## config.mk

```make
export PLATFORM = sky130hd
export DESIGN_NAME = pwr_supervisor
export DESIGN_NICKNAME = d
export VERILOG_FILES = /design/src/rtl/pfs_pkg.sv /design/src/rtl/pfs_sync.sv /design/src/rtl/pfs_recovery.sv /design/src/rtl/pfs_backup.sv /design/src/rtl/pfs_gate.sv /design/src/rtl/pwr_supervisor.sv
export SDC_FILE = /design/constraint.sdc
export NUM_CORES = 1
export LEC_CHECK = 0
export CAP_MARGIN = 20
export CORE_MARGIN = 5
export CORE_UTILIZATION = 54
export DETAILED_ROUTE_END_ITERATION = 12
export PLACE_DENSITY_LB_ADDON = 0.05
export SETUP_SLACK_MARGIN = 0.1
export SLEW_MARGIN = 10
export SYNTH_ARGS = -nofsm -noshare
export SYNTH_HDL_FRONTEND = slang
export SYNTH_HIERARCHICAL = 1
export SYNTH_SLANG_ARGS = --single-unit
export TNS_END_PERCENT = 10
```

## constraint.sdc

```tcl
create_clock -name clk -period 3.3 [get_ports clk]
set_clock_uncertainty 0.1 [all_clocks]
set_input_delay 0.66 -clock clk [delete_from_list [all_inputs] [get_ports clk]]
set_output_delay 0.66 -clock clk [all_outputs]
set_load 0.02 [all_outputs]
```

## src/rtl/pfs_pkg.sv

```systemverilog
package pfs_pkg;
  typedef enum logic [1:0] {
    PH_DOWN = 2'd0,
    PH_WAIT = 2'd1,
    PH_RUN  = 2'd2
  } phase_e;
endpackage

```

## src/rtl/pfs_sync.sv

```systemverilog
module pfs_sync #(
  parameter int WIDTH  = 2,
  parameter int STAGES = 2
) (
  input  logic             clk,
  input  logic             rst_n,
  input  logic [WIDTH-1:0] async_i,
  output logic [WIDTH-1:0] sync_o
);
  logic [STAGES-1:0] chain [WIDTH];

  for (genvar b = 0; b < WIDTH; b++) begin : g_bit
    always_ff @(posedge clk or negedge rst_n) begin
      if (!rst_n) chain[b] <= '0;
      else        chain[b] <= {chain[b][STAGES-2:0], async_i[b]};
    end
    assign sync_o[b] = chain[b][STAGES-1];
  end
endmodule

```

## src/rtl/pfs_recovery.sv

```systemverilog
module pfs_recovery
  import pfs_pkg::*;
#(
  parameter int REC_CYCLES = 1000
) (
  input  logic clk,
  input  logic rst_n,
  input  logic wp_ok,
  output logic access_en
);
  localparam int CW = $clog2(REC_CYCLES + 2);
  localparam logic [CW-1:0] LAST = CW'(REC_CYCLES - 1);

  phase_e        phase_q;
  logic [CW-1:0] cnt_q;

  always_ff @(posedge clk or negedge rst_n) begin
    if (!rst_n) begin
      phase_q <= PH_DOWN;
      cnt_q   <= '0;
    end else if (!wp_ok) begin
      phase_q <= PH_DOWN;
      cnt_q   <= '0;
    end else begin
      unique case (phase_q)
        PH_DOWN: begin
          phase_q <= PH_WAIT;
          cnt_q   <= '0;
        end
        PH_WAIT: begin
          if (cnt_q == LAST) phase_q <= PH_RUN;
          else               cnt_q   <= cnt_q + 1'b1;
        end
        default: phase_q <= PH_RUN;
      endcase
    end
  end

  assign access_en = (phase_q == PH_RUN) && wp_ok;

  // checker counter: consecutive good-supply cycles, saturating
  logic [CW-1:0] good_run_q;
  always_ff @(posedge clk or negedge rst_n) begin
    if (!rst_n)                                good_run_q <= '0;
    else if (!wp_ok)                           good_run_q <= '0;
    else if (good_run_q != CW'(REC_CYCLES + 1)) good_run_q <= good_run_q + 1'b1;
  end

  // access only after a full uninterrupted recovery count
  a_r3_full_recovery: assert property (@(posedge clk) disable iff (!rst_n)
    access_en |-> (good_run_q > CW'(REC_CYCLES)));
endmodule

```

## src/rtl/pfs_backup.sv

```systemverilog
module pfs_backup (
  input  logic clk,
  input  logic rst_n,
  input  logic wp_ok,
  input  logic sw_ok,
  input  logic wp_lower,
  output logic armed,
  output logic bkup_sel
);
  logic armed_q;
  logic below_switch;

  always_ff @(posedge clk or negedge rst_n) begin
    if (!rst_n) armed_q <= 1'b0;
    else        armed_q <= armed_q | wp_ok;
  end

  always_comb begin
    if (wp_lower) below_switch = !wp_ok;
    else          below_switch = !sw_ok;
  end

  assign armed    = armed_q;
  assign bkup_sel = armed_q & below_switch;

  // arm latch is one-time and sticky
  a_r5_arm_sticky: assert property (@(posedge clk) disable iff (!rst_n)
    armed_q |=> armed_q);
  // only the write-protect flag may set the latch
  a_r5_arm_cause: assert property (@(posedge clk) disable iff (!rst_n)
    (!armed_q && !wp_ok) |=> !armed_q);
endmodule

```

## src/rtl/pfs_gate.sv

```systemverilog
module pfs_gate (
  input  logic clk,
  input  logic rst_n,
  input  logic access_en,
  input  logic host_sel,
  input  logic host_rd,
  input  logic host_wr,
  output logic mem_sel,
  output logic mem_wr,
  output logic bus_drive
);
  logic wr_req;
  logic wr_ok_q;

  assign wr_req = host_sel & host_wr;

  always_ff @(posedge clk or negedge rst_n) begin
    if (!rst_n)          wr_ok_q <= 1'b1;
    else if (!wr_req)    wr_ok_q <= 1'b1;
    else if (!access_en) wr_ok_q <= 1'b0;
  end

  assign mem_sel   = host_sel & access_en;
  assign mem_wr    = wr_req & access_en & wr_ok_q;
  assign bus_drive = host_sel & host_rd & !host_wr & access_en;

  // a held request that gave no strobe never starts one later
  a_r9_held_blocked: assert property (@(posedge clk) disable iff (!rst_n)
    (wr_req && !access_en) |=> (wr_req -> !mem_wr));
  // bus is driven only for a pure read
  a_r10_drive_read: assert property (@(posedge clk) disable iff (!rst_n)
    bus_drive |-> (host_rd && !host_wr && mem_sel));
endmodule

```

## src/rtl/pwr_supervisor.sv

```systemverilog
module pwr_supervisor #(
  parameter int REC_CYCLES  = 1000,
  parameter int SYNC_STAGES = 2
) (
  input  logic clk,
  input  logic rst_n,
  input  logic wp_above_i,
  input  logic sw_above_i,
  input  logic wp_lower_strap_i,
  input  logic host_sel_i,
  input  logic host_rd_i,
  input  logic host_wr_i,
  output logic mem_sel_o,
  output logic mem_wr_o,
  output logic bus_drive_o,
  output logic access_en_o,
  output logic bkup_sel_o,
  output logic batt_armed_o
);
  localparam int NFLAG = 2;

  logic [NFLAG-1:0] flags_s;
  logic             wp_s;
  logic             sw_s;
  logic             acc;

  pfs_sync #(.WIDTH(NFLAG), .STAGES(SYNC_STAGES)) u_sync (
    .clk    (clk),
    .rst_n  (rst_n),
    .async_i({sw_above_i, wp_above_i}),
    .sync_o (flags_s)
  );
  assign wp_s = flags_s[0];
  assign sw_s = flags_s[1];

  pfs_recovery #(.REC_CYCLES(REC_CYCLES)) u_rec (
    .clk      (clk),
    .rst_n    (rst_n),
    .wp_ok    (wp_s),
    .access_en(acc)
  );

  pfs_backup u_bkup (
    .clk     (clk),
    .rst_n   (rst_n),
    .wp_ok   (wp_s),
    .sw_ok   (sw_s),
    .wp_lower(wp_lower_strap_i),
    .armed   (batt_armed_o),
    .bkup_sel(bkup_sel_o)
  );

  pfs_gate u_gate (
    .clk      (clk),
    .rst_n    (rst_n),
    .access_en(acc),
    .host_sel (host_sel_i),
    .host_rd  (host_rd_i),
    .host_wr  (host_wr_i),
    .mem_sel  (mem_sel_o),
    .mem_wr   (mem_wr_o),
    .bus_drive(bus_drive_o)
  );

  assign access_en_o = acc;

  // nothing reaches the memory while below write-protect
  a_r2_blocked_below: assert property (@(posedge clk) disable iff (!rst_n)
    !wp_s |-> (!mem_sel_o && !mem_wr_o && !bus_drive_o));
  // no backup selection before the battery is armed
  a_r6_no_bkup_unarmed: assert property (@(posedge clk) disable iff (!rst_n)
    bkup_sel_o |-> batt_armed_o);
endmodule

```

==> metrics.md <==
| Metric | Value |
|---|---|
| CTS tree | built |
| Clk buf depth | 2 |
| Clock transition at path regs | 0.09 ns |
| Vias per cell | 5.894 |
| Worst setup EP type | primary output |
| Top post-synthesis cells by area | dfrtp_1 50%, nand2_1 3.9%, nand3_1 3.5% |
| Worst vdd ir | 0.0002982 V |
| CP Max Fanout | 11 |
| Syn Std Cell Area | 857.1 sq um |
| FF+latch count, synth | 18 |
| Starting Density | 0.5689 |
| Share of the synthesized area in the top cell type | 0.4964 |
| Post-synth ARST share | 1.000 |
| Worst slew margin | 0.4922 |
| Worst hold margin | 0.2598 ns |
| Pre-antenna DRT Iters | 4 |
| DP Cell Count | 109 |
| GP Congestion | 0.8350 |
| Core area | 1506 sq um |
| Min Clock Period, post-route | 2.839 ns |
| Cts-stage hold buffer count | 0 |
| Synth cell count leaders | 17 x dfrtp_1, 9 x nand2_1, 7 x nor2_1 |
| Switching power | 0.08891 mW |
| Slew @ Worst Pin | 0.7593 ns |
| Distinct cells, synth | 38 |
| # IOs | 14 |
| Most common cell in the netlist | dfrtp_1 |
| LEAKAGE | 0.4285 nW |
| CTS Buf Count | 3 |
| Vias | 666 |
| Max_cap viols | 0 |
| Tot GR Track Use | 0.1523 |
| Vias in the first global route | 641 |
| Layout fillers | 126 |
| Clock latency on the worst-skew pair | 0.28 ns |
| Internal | 0.2942 mW |
| Post-CTS Setup Inserts | 0 |
| Die X | 49.84 um |
| Final Hold Viols | 0 |
| Main synth FF type | dfrtp_1 |
| First-pass GRT wire length | 2.877 mm |
| RSZ-0062 raised after global routing | no |
| Sink Count | 18 |
| Period utilisation layout | 0.8603 |
| Die area | 2484 sq um |
| GRT overflow | 0 |
| Yosys warns | 6 |
| Dpl ws | 0.4820 ns |
| F_max | 0.3522 GHz |
| Crit path kind | reg -> out |
| Total negative setup slack | 0 ns |
| Seq/Total Area, Yosys | 0.5270 |
| Port bufs | 13 |
| Post-route antenna net violation count | 0 |
| Slack of the critical path | 0.4611 ns |
| Final setup viols | 0 |
| Share of power burned in registers | 0.629 |
| H-tree depth | 1 |
| Cts repair resizes | 0 |
| Largest net degree at the start of global routing | 19 |
| Sw Share | 0.2321 |
| Status | completed |
| Final wirelength | 1.561 mm |
| Number of flops mapped to enable cells by yosys | 0 |
| 1st-iter DRT viols | 10 |
| Startpoint Class | register |
| Max Slew Vio Count | 0 |
| WP data arrival | 2.08 ns |
| N_diodes | 0 |
| Syn Area/Cell | 10.33 sq um |
| Non-filler cells, final | 113 |
| Row count | 14 |
| Power per Cell Area | 378.0 nW/um^2 |
| Hold Crit Class | reg -> reg |
| Post-DP HPWL | 1.227 mm |
| DRC violations left | 0 |
| Initial antenna violation count | 0 |
| Synth-to-layout area growth | 18.25% |
| Mapped Cells | 83 |
| Comb power frac | 0.090 |
| Share of cells above drive strength 1 | 0.09278 |
| CP Data Required Time | 2.54 ns |
| Avg WL per Cell | 13.81 um |
| NumNets Final | 107 |
| Die Ht | 49.84 um |
| Root buf cell | clkbuf_4 |
| Area leader, netlist | dfrtp_1 |
| Clock power share | 0.281 |
| Mapped Nets | 92 |
layout by cell type, fill, tap and decap left out, types with 2 or more instances in the layout:
cell | synthesis | routed
xnor2_1 | 2 | 2
a21oi_1 | 2 | 2
clkdlybuf4s50_1 | 0 | 13
and3b_1 | 2 | 2
mux2i_1 | 2 | 2
xor2_1 | 2 | 2
and2_1 | 2 | 2
nand3_1 | 6 | 6
dfrtp_1 | 17 | 17
clkbuf_4 | 0 | 3
nand4_1 | 3 | 3
nor2_1 | 7 | 7
nor3_1 | 2 | 2
nand2_1 | 9 | 9
state kept, by name, summed over array words and instances, names as in the netlist:
register,count
u_rec/cnt_q,10
u_rec/phase_q,2
u_sync/chain,2
u_sync/sync_o,2
u_bkup/armed,1
u_gate/wr_ok_q,1
metrics by stage:
| stage | utilization | instance area (sq um) | power [mW] |
|---|---|---|---|
| after floorplan | - | 857.1 | 0.2614 |
| after CTS | 0.6728 | 1013 | 0.3900 |
| final | 0.6728 | 1013 | 0.3831 |
| after detailed placement | 0.6553 | 987.2 | 0.2801 |
| after global routing | 0.6728 | 1013 | 0.4108 |
| after global placement | 0.6553 | 987.2 | 0.2789 |
area by class of cell:
cell class / count / area [sq um] / share of cell area
tap: 16 / 20.02 / 0.01975
multi-input combinational: 60 / 377.9 / 0.3728
timing repair buffer: 13 / 130.1 / 0.1284
inverter: 2 / 7.507 / 0.007407
sequential: 18 / 451.7 / 0.4457
clock buffer: 4 / 26.28 / 0.02593
routing by layer:
metal / track usage / share of wire
met1: 0.1996 / 0.46
met2: 0.2203 / 0.47
met3: 0.05120 / 0.059
met4: 0.07860 / 0.010
met5: 0 / 0
power groups by stage:
stage	sequential (mW)	combinational, mW	clock (mW)
2_1_floorplan	0.241	0.0201	0
4_1_cts	0.241	0.0353	0.114
6_report	0.241	0.0345	0.108
3_3_place_gp	0.245	0.0341	0
3_5_place_dp	0.245	0.0352	0
5_1_grt	0.243	0.0388	0.129
final timing paths:
path / from / to / slack (ns) / depth (start not counted)
max: u_sync/sync_o[0] / bus_drive_o / 0.46 / 5
min: u_sync/chain[2] / u_sync/sync_o[0] / 0.26 / 0
max reg2reg: u_rec/cnt_q[0] / u_rec/cnt_q[3] / 1.50 / 5
min reg2reg: u_sync/chain[2] / u_sync/sync_o[0] / 0.26 / 0
max in group asynchronous: rst_n / u_rec/cnt_q[0] / 1.91 / 1
min in group asynchronous: rst_n / u_rec/cnt_q[5] / 0.71 / 1
kinds of logic after synthesis:
kind of cell	after synthesis	share of synthesized area
xor gates and xnor gates	4	0.04088
buffers and inverters	5	0.03210
muxes	2	0.02336
DFF	18	0.5270
AOI/OAI and AO/OA	11	0.09052
and+or+nand+nor	42	0.2716
adders and majority gates	1	0.01460
worst max-delay path: stages (launching register included):
cell and delay [ns]:
dfrtp_1 0.52, nand2_1 0.15, nor2_1 0.21, and2_4 0.18
and3b_1 0.15, clkdlybuf4s50_1 0.60
Note: power is estimated with default switching activity, not from simulation.
